`src/rtl/tlb_pkg.sv`:
```
package tlb_pkg;
  localparam int unsigned DEF_ENTRIES = 16;
  localparam int unsigned DEF_ASID_W  = 8;
  localparam int unsigned DEF_VPN_W   = 22;
  localparam int unsigned DEF_FRAME_W = 22;

  typedef enum logic [1:0] {
    OUT_MISS  = 2'd0,
    OUT_HIT   = 2'd1,
    OUT_FAULT = 2'd2
  } tlb_outcome_e;
endpackage

```
`src/rtl/tlb_entry_array.sv`:
```
module tlb_entry_array #(
  parameter int unsigned ENTRIES = tlb_pkg::DEF_ENTRIES,
  parameter int unsigned ASID_W  = tlb_pkg::DEF_ASID_W,
  parameter int unsigned VPN_W   = tlb_pkg::DEF_VPN_W,
  parameter int unsigned FRAME_W = tlb_pkg::DEF_FRAME_W,
  localparam int unsigned IDX_W  = (ENTRIES > 1) ? $clog2(ENTRIES) : 1
) (
  input  logic               clk,
  input  logic               rst_n,
  input  logic [VPN_W-1:0]   lk_vpn,
  input  logic [ASID_W-1:0]  lk_asid,
  output logic [ENTRIES-1:0] lk_match,
  output logic [FRAME_W-1:0] lk_frame,
  output logic               lk_writable,
  input  logic [VPN_W-1:0]   fl_vpn,
  input  logic [ASID_W-1:0]  fl_asid,
  output logic [ENTRIES-1:0] fl_match,
  input  logic               wr_en,
  input  logic [IDX_W-1:0]   wr_idx,
  input  logic [FRAME_W-1:0] wr_frame,
  input  logic               wr_writable,
  input  logic               inv_all,
  input  logic               inv_asid_en,
  input  logic [ASID_W-1:0]  inv_asid,
  output logic [ENTRIES-1:0] valid_vec
);
  logic [VPN_W-1:0]   tag_vpn  [ENTRIES];
  logic [ASID_W-1:0]  tag_asid [ENTRIES];
  logic [FRAME_W-1:0] data_frm [ENTRIES];
  logic [ENTRIES-1:0] data_wr;

  for (genvar g = 0; g < ENTRIES; g++) begin : g_entry
    always_ff @(posedge clk or negedge rst_n) begin
      if (!rst_n) begin
        valid_vec[g] <= 1'b0;
        tag_vpn[g]   <= '0;
        tag_asid[g]  <= '0;
        data_frm[g]  <= '0;
        data_wr[g]   <= 1'b0;
      end else if (inv_all) begin
        valid_vec[g] <= 1'b0;
      end else if (inv_asid_en) begin
        if (tag_asid[g] == inv_asid) valid_vec[g] <= 1'b0;
      end else if (wr_en && (wr_idx == IDX_W'(g))) begin
        valid_vec[g] <= 1'b1;
        tag_vpn[g]   <= fl_vpn;
        tag_asid[g]  <= fl_asid;
        data_frm[g]  <= wr_frame;
        data_wr[g]   <= wr_writable;
      end
    end

    assign lk_match[g] = valid_vec[g] && (tag_vpn[g] == lk_vpn) && (tag_asid[g] == lk_asid);
    assign fl_match[g] = valid_vec[g] && (tag_vpn[g] == fl_vpn) && (tag_asid[g] == fl_asid);
  end

  always_comb begin
    lk_frame    = '0;
    lk_writable = 1'b0;
    for (int i = 0; i < ENTRIES; i++) begin
      if (lk_match[i]) begin
        lk_frame    = lk_frame | data_frm[i];
        lk_writable = lk_writable | data_wr[i];
      end
    end
  end

  AST_SINGLE_MATCH: assert property (@(posedge clk) disable iff (!rst_n)
    $onehot0(lk_match));

  AST_INV_ALL_CLEARS: assert property (@(posedge clk) disable iff (!rst_n)
    inv_all |=> (valid_vec == '0));
endmodule

```
`src/rtl/tlb_victim_sel.sv`:
```
module tlb_victim_sel #(
  parameter int unsigned ENTRIES = tlb_pkg::DEF_ENTRIES,
  localparam int unsigned IDX_W  = (ENTRIES > 1) ? $clog2(ENTRIES) : 1
) (
  input  logic               clk,
  input  logic               rst_n,
  input  logic [ENTRIES-1:0] valid_vec,
  input  logic [ENTRIES-1:0] fl_match,
  input  logic               fill_fire,
  output logic [IDX_W-1:0]   victim_idx
);
  localparam logic [IDX_W-1:0] LAST_IDX = IDX_W'(ENTRIES - 1);

  logic [IDX_W-1:0] rr_ptr;
  logic [IDX_W-1:0] match_idx;
  logic [IDX_W-1:0] free_idx;
  logic             any_match;
  logic             any_free;

  always_comb begin
    match_idx = '0;
    any_match = 1'b0;
    free_idx  = '0;
    any_free  = 1'b0;
    for (int i = ENTRIES - 1; i >= 0; i--) begin
      if (fl_match[i]) begin
        match_idx = IDX_W'(i);
        any_match = 1'b1;
      end
      if (!valid_vec[i]) begin
        free_idx = IDX_W'(i);
        any_free = 1'b1;
      end
    end
    if (any_match)     victim_idx = match_idx;
    else if (any_free) victim_idx = free_idx;
    else               victim_idx = rr_ptr;
  end

  always_ff @(posedge clk or negedge rst_n) begin
    if (!rst_n) begin
      rr_ptr <= '0;
    end else if (fill_fire && !any_match && !any_free) begin
      rr_ptr <= (rr_ptr == LAST_IDX) ? '0 : rr_ptr + 1'b1;
    end
  end

  AST_RR_STEP: assert property (@(posedge clk) disable iff (!rst_n)
    (rr_ptr == $past(rr_ptr)) ||
    (rr_ptr == (($past(rr_ptr) == LAST_IDX) ? '0 : $past(rr_ptr) + 1'b1)));

  AST_FREE_NO_STEP: assert property (@(posedge clk) disable iff (!rst_n)
    (fill_fire && any_free) |=> $stable(rr_ptr));
endmodule

```
`src/rtl/asid_tlb.sv`:
```
module asid_tlb #(
  parameter int unsigned ENTRIES = tlb_pkg::DEF_ENTRIES,
  parameter int unsigned ASID_W  = tlb_pkg::DEF_ASID_W,
  parameter int unsigned VPN_W   = tlb_pkg::DEF_VPN_W,
  parameter int unsigned FRAME_W = tlb_pkg::DEF_FRAME_W
) (
  input  logic               clk,
  input  logic               rst_n,
  input  logic               lk_valid,
  output logic               lk_ready,
  input  logic [VPN_W-1:0]   lk_vpn,
  input  logic [ASID_W-1:0]  lk_asid,
  input  logic               lk_write,
  output logic               rsp_valid,
  input  logic               rsp_ready,
  output logic               rsp_hit,
  output logic               rsp_fault,
  output logic [FRAME_W-1:0] rsp_frame,
  input  logic               fill_valid,
  output logic               fill_ready,
  input  logic [VPN_W-1:0]   fill_vpn,
  input  logic [ASID_W-1:0]  fill_asid,
  input  logic [FRAME_W-1:0] fill_frame,
  input  logic               fill_writable,
  input  logic               inv_all,
  input  logic               inv_asid_en,
  input  logic [ASID_W-1:0]  inv_asid
);
  import tlb_pkg::*;
  localparam int unsigned IDX_W = (ENTRIES > 1) ? $clog2(ENTRIES) : 1;

  logic [ENTRIES-1:0] lk_match, fl_match, valid_vec;
  logic [FRAME_W-1:0] lk_frame;
  logic               lk_writable;
  logic [IDX_W-1:0]   victim_idx;
  logic               lk_fire, fill_fire;
  tlb_outcome_e       outcome_d, outcome_q;
  logic [FRAME_W-1:0] frame_q;

  assign lk_ready   = !rsp_valid || rsp_ready;
  assign lk_fire    = lk_valid && lk_ready;
  assign fill_ready = !(inv_all || inv_asid_en);
  assign fill_fire  = fill_valid && fill_ready;

  tlb_entry_array #(
    .ENTRIES(ENTRIES), .ASID_W(ASID_W), .VPN_W(VPN_W), .FRAME_W(FRAME_W)
  ) u_array (
    .clk(clk), .rst_n(rst_n),
    .lk_vpn(lk_vpn), .lk_asid(lk_asid),
    .lk_match(lk_match), .lk_frame(lk_frame), .lk_writable(lk_writable),
    .fl_vpn(fill_vpn), .fl_asid(fill_asid), .fl_match(fl_match),
    .wr_en(fill_fire), .wr_idx(victim_idx),
    .wr_frame(fill_frame), .wr_writable(fill_writable),
    .inv_all(inv_all), .inv_asid_en(inv_asid_en), .inv_asid(inv_asid),
    .valid_vec(valid_vec)
  );

  tlb_victim_sel #(.ENTRIES(ENTRIES)) u_victim (
    .clk(clk), .rst_n(rst_n),
    .valid_vec(valid_vec), .fl_match(fl_match),
    .fill_fire(fill_fire), .victim_idx(victim_idx)
  );

  always_comb begin
    if (lk_match == '0)              outcome_d = OUT_MISS;
    else if (lk_write && !lk_writable) outcome_d = OUT_FAULT;
    else                             outcome_d = OUT_HIT;
  end

  always_ff @(posedge clk or negedge rst_n) begin
    if (!rst_n) begin
      rsp_valid <= 1'b0;
      outcome_q <= OUT_MISS;
      frame_q   <= '0;
    end else if (lk_fire) begin
      rsp_valid <= 1'b1;
      outcome_q <= outcome_d;
      frame_q   <= (outcome_d == OUT_HIT) ? lk_frame : '0;
    end else if (rsp_ready) begin
      rsp_valid <= 1'b0;
    end
  end

  assign rsp_hit   = rsp_valid && (outcome_q == OUT_HIT);
  assign rsp_fault = rsp_valid && (outcome_q == OUT_FAULT);
  assign rsp_frame = rsp_valid ? frame_q : '0;

  AST_RSP_HOLD: assert property (@(posedge clk) disable iff (!rst_n)
    (rsp_valid && !rsp_ready) |=> (rsp_valid && $stable(rsp_frame) &&
                                   $stable(rsp_hit) && $stable(rsp_fault)));

  AST_MISS_FRAME_ZERO: assert property (@(posedge clk) disable iff (!rst_n)
    (rsp_valid && !rsp_hit) |-> (rsp_frame == '0));

  AST_FAULT_NEEDS_WRITE: assert property (@(posedge clk) disable iff (!rst_n)
    (lk_fire && lk_match != '0 && !lk_write) |=> !rsp_fault);
endmodule

```
`config.mk`:
```
export PLATFORM = sky130hd
export DESIGN_NAME = asid_tlb
export DESIGN_NICKNAME = d
export VERILOG_FILES = /design/src/rtl/tlb_pkg.sv /design/src/rtl/tlb_entry_array.sv /design/src/rtl/tlb_victim_sel.sv /design/src/rtl/asid_tlb.sv
export SDC_FILE = /design/constraint.sdc
export NUM_CORES = 2
export LEC_CHECK = 0
export BUFFER_PORTS_ARGS = -buffer_cell sky130_fd_sc_hd__buf_2
export CAP_MARGIN = 20
export CORE_AREA = 2 2 317 319
export CTS_CLUSTER_DIAMETER = 30
export DETAILED_ROUTE_END_ITERATION = 8
export DIE_AREA = 0 0 319 321
export PLACE_DENSITY = 0.66
export REMOVE_ABC_BUFFERS = 1
export SYNTH_ARGS = -nofsm -noshare
export SYNTH_HDL_FRONTEND = slang
export SYNTH_SLANG_ARGS = --single-unit
```
`constraint.sdc`:
```
create_clock -name clk -period 3.7 [get_ports clk]
set_input_delay 0.74 -clock clk [delete_from_list [all_inputs] [get_ports clk]]
set_output_delay 0.74 -clock clk [all_outputs]
set_load 0.01 [all_outputs]
```
==> summary by stage <==
Pwr
Across the VDD grid, the largest voltage drop is between 0.4 and 0.5 mV. After layout, the design draws a total of roughly 31 mW. The leakage power figure is around 29 nW. For this design the ratio of total power to cell area is between 400 and 500 nW/um^2.

Global routing
The via count of the first global-routing pass is about 38000. The number of antenna violations at the first check in global routing is 2. The wire length of the first global-routing pass is 263000 microns. The global-route usage over all layers is 0.353. Entering global routing, the biggest net connects 107 pins. Global routing finished with a remaining overflow of 0.

Timing
The final critical-path share of the clock period is 0.996. The max-slew violation count is 0. The minimum setup slack in the final design is around 16 ps. The post-route worst hold slack is ~160 ps. The clock period could shrink to ~3700 ps. The final hold violation count came to 0. Setup repair after global routing could not meet its margin everywhere. The slew at the pin closest to its max-slew limit is around 1000 ps. Derived from the worst setup path, the maximum achievable clock frequency is roughly 270 MHz.

In this run the tightest slew margin relative to its limit is 0.305. Clock skew on the completed layout was measured at 40.0 ps. Setup violations remaining at the end of the flow were counted as 0.

Worst setup path
The most numerous cell type found on the critical path is sky130_fd_sc_hd__nand4_1. The signal on the critical path passes through xnor2_1, nand4_1, nor4_1, nand4_1, buf_4, buf_4, nand4_1, buf_6, nor3_2, or3_4, or3_4, nor2_4, buf_8, clkbuf_16, mux2_2. The worst setup path is captured at a flip-flop.

The critical path class is reg2reg. The highest net fanout along the worst path is 10. The data required time at the worst endpoint is 4370 ps.

The worst setup path is launched from a flip-flop. The critical register-to-register path startpoint is u_array.tag_vpn[70]. The slowest stage of the critical path belongs to the cell sky130_fd_sc_hd__or3_4. Data on the critical path arrives at its endpoint at between 4000 and 5000 ps. The critical path startpoint is u_array.tag_vpn[70].

The worst stage delay on the critical path is about 440 ps.

Synthesis
Counting every instance in the synthesized netlist gives about 4000. The number of distinct library cell variants in the gate-level netlist after synthesis is a little under 70. Counting flops with an async set or reset pin after synthesis yields a share of 1.00. The mean instance size in the synthesized netlist is about 12 sq um. Counting flops with a built-in enable in the synthesized netlist gives 0. In the synthesized netlist the dominant register cell turns out to be sky130_fd_sc_hd__dfrtp_1. The post-synth design cell area is between 40000 and 50000 sq um.

The number of warnings printed during yosys synthesis is 0. The register bit total from synthesis is roughly 900. The part of the Yosys area used for sequential elements is 0.455.

Drt
In this run, the number of DRC markers left after iteration 0 of detailed routing was 4158. Wires add up to about 180000 microns. The mean number of vias per cell is between 6 and 7.

The post-route DRC violation count is 0. The final antenna-violating net count is 0. The number of optimization iterations in the first detailed-route pass is 6. The total number of vias is roughly 37000. In the final routed layout, each cell accounts on average for around 30 microns.

Die
The site row count is ~120. The core box area is just under 100000 sq um. From left edge to right edge, the die measures roughly 320 microns. The height of the die is between 300 and 400 microns. In this run the count of I/O pins placed on the die edge is approximately 130. For this configuration, the core starts out at a cell density of 0.495.

The die covers between 100000 and 150000 sq um.

Clocking
TritonCTS built the clock tree. Clock latency on the worst-skew pair, taken at its later pin, is 810 ps. No sink is reached through more buffers than the 3 on the longest clock path. The number of CTS-inserted buffers is 193.

The total number of clock tree sinks is between 800 and 900. The level count of the clock H-tree is 4. The cell sitting at the root of the clock tree is a sky130_fd_sc_hd__clkbuf_16. Clock-pin slew was measured on the worst setup and hold paths at 50 ps.

Cells and area
Once layout is complete, the cells apart from fillers number 5980. The area added between synthesis and finish is 27.2%. The final net count is 4616. Of the cells placed in the final design, the portion with a size suffix greater than 1 is 0.384. The fill cell total of the finished layout is 7686.

Placement
The placer congestion estimate is 0.986. The number of cells after detailed placement is ~5600. The count of buffers inserted at the top-level ports is 125. OpenSTA, run right after detailed placement, puts the worst setup slack at -871 ps. The wire-length estimate of the detail-placed layout is about 120000 microns.

Run
The max-cap violation count is 0.

Outcome
The run finished with clean final reports.

Worst hold path
The tightest min-delay check is of the in2reg type. The startpoint of the worst hold path is lk_valid.
-- routing by layer --
metal,GRT usage,share of wire
met4,0.189,0.056
met1,0.465,0.40
met5,0,0.000082
met2,0.543,0.45
met3,0.0808,0.10
-- stage by stage --
stage / setup TNS (ps) / util / area [sq um]
4_1_cts: 0 / 0.626 / 62100
3_3_place_gp: -687360 / 0.553 / 54900
6_report: 0 / 0.629 / 62500
2_1_floorplan: -90750 / - / 47100
5_1_grt: -2720 / 0.629 / 62500
3_5_place_dp: -623020 / 0.553 / 54900
-- cells in the final DEF, fill, tap and decap left out, types with 10 or more instances in the layout --
cell	n
sky130_fd_sc_hd__mux2_1	109
sky130_fd_sc_hd__xor2_1	354
sky130_fd_sc_hd__clkbuf_8	42
sky130_fd_sc_hd__xnor2_1	731
sky130_fd_sc_hd__buf_2	121
sky130_fd_sc_hd__clkinv_4	14
sky130_fd_sc_hd__buf_4	380
sky130_fd_sc_hd__nand3_1	58
sky130_fd_sc_hd__and2_1	23
sky130_fd_sc_hd__a31oi_1	10
sky130_fd_sc_hd__nor4_1	106
sky130_fd_sc_hd__nand2_1	40
sky130_fd_sc_hd__clkbuf_16	198
sky130_fd_sc_hd__or4_1	14
sky130_fd_sc_hd__nor2_1	29
sky130_fd_sc_hd__a22o_1	47
sky130_fd_sc_hd__mux2_2	717
sky130_fd_sc_hd__a22oi_1	88
sky130_fd_sc_hd__buf_12	139
sky130_fd_sc_hd__clkbuf_1	25
sky130_fd_sc_hd__clkinv_2	27
sky130_fd_sc_hd__o21ai_0	18
sky130_fd_sc_hd__mux2_4	23
sky130_fd_sc_hd__dfrtp_1	893
sky130_fd_sc_hd__nor4_2	25
sky130_fd_sc_hd__a221oi_1	47
sky130_fd_sc_hd__bufinv_16	23
sky130_fd_sc_hd__clkinvlp_4	16
sky130_fd_sc_hd__nand4_1	213
-- area by class of cell --
| cell class | count | area, sq um | area share |
|---|---|---|---|
| sequential | 893 | 22300 | 0.358 |
| multi-input combinational | 2767 | 25000 | 0.400 |
| timing repair buffer | 656 | 6520 | 0.104 |
| inverter | 5 | 18.8 | 0.000300 |
| clock inverter | 98 | 1460 | 0.0234 |
| antenna | 2 | 5.00 | 0.0000801 |
| clock buffer | 261 | 5530 | 0.0885 |
| tap | 1298 | 1620 | 0.0260 |
-- sequential cells by signal (all words and copies together), names as in the netlist, 2 cells and up --
signal,cells
u_array.tag_vpn,352
u_victim.rr_ptr,4
u_array.data_frm,352
frame_q,22
u_array.valid_vec,16
outcome_q,2
u_array.tag_asid,128
u_array.data_wr,16
-- synth_stat cells (9+ instances only) --
library cell | number | area share
sky130_fd_sc_hd__mux2_1 | 109 | 0.025
sky130_fd_sc_hd__nand4_1 | 213 | 0.027
sky130_fd_sc_hd__o21ai_0 | 18 | 0.0018
sky130_fd_sc_hd__nand3_1 | 58 | 0.0059
sky130_fd_sc_hd__dfrtp_1 | 893 | 0.46
sky130_fd_sc_hd__xnor2_1 | 735 | 0.13
sky130_fd_sc_hd__buf_4 | 62 | 0.0095
sky130_fd_sc_hd__or4_1 | 14 | 0.0021
sky130_fd_sc_hd__a21oi_1 | 9 | 0.00092
sky130_fd_sc_hd__nor4_1 | 130 | 0.017
sky130_fd_sc_hd__buf_2 | 96 | 0.0098
sky130_fd_sc_hd__clkbuf_1 | 123 | 0.0094
sky130_fd_sc_hd__buf_6 | 52 | 0.012
sky130_fd_sc_hd__and2_1 | 23 | 0.0029
sky130_fd_sc_hd__a22oi_1 | 88 | 0.013
sky130_fd_sc_hd__nand2_1 | 40 | 0.0031
sky130_fd_sc_hd__o21ai_1 | 9 | 0.00092
sky130_fd_sc_hd__a221oi_1 | 47 | 0.0084
sky130_fd_sc_hd__nor2_1 | 29 | 0.0022
sky130_fd_sc_hd__a22o_1 | 47 | 0.0084
sky130_fd_sc_hd__mux2_2 | 731 | 0.17
sky130_fd_sc_hd__xor2_1 | 354 | 0.063
sky130_fd_sc_hd__a31oi_1 | 10 | 0.0013
sky130_fd_sc_hd__mux2_4 | 9 | 0.0028
-- where the power goes --
part | total (mW) | switching, mW | internal, mW
Clock | 18.1 | 5.99 | 12.1
Sequential | 10.3 | 0.255 | 10.0
Combinational | 2.72 | 1.60 | 1.13
Total | 31.1 | 7.84 | 23.3
-- path summary, 6_finish.rpt --
kind | end | slack, ps | cells past startpoint
setup / recovery | u_array.data_frm[54] | 20 | 15
hold / removal | rsp_valid | 160 | 2
setup reg to reg | u_array.data_frm[54] | 20 | 15
hold reg to reg | frame_q[0] | 470 | 2
max in group asynchronous | u_array.data_frm[34] | 2080 | 3
min in group asynchronous | u_array.tag_vpn[84] | 510 | 2
-- worst max-delay path: cells and delay by family (launching register included) --
kind	cells	cell delay, ps
flops	1	410
buf+inv	5	840
mux	1	350
simple gates	8	1710
xor+xnor	1	240
-- cells by family after synthesis --
kind of cell	after synthesis	synth area share
flip-flops	893	0.455
AND/OR/NAND/NOR	561	0.0703
adder cells (fa/ha/maj)	1	0.000255
multiplexers	849	0.195
XOR/XNOR	1089	0.194
buffers and inverters	347	0.0420
AO/OA/AOI/OAI	267	0.0426
-- repair_timing --
item	in CTS	in global routing
pin swaps	10	7
endpoints found under the setup margin	244	775
resized for setup	10	40
endpoints found under the hold margin	45	0
setup buffers	9	6
cloned	2	4
hold buffers	1	0
Power figures use the tool's default switching activity.
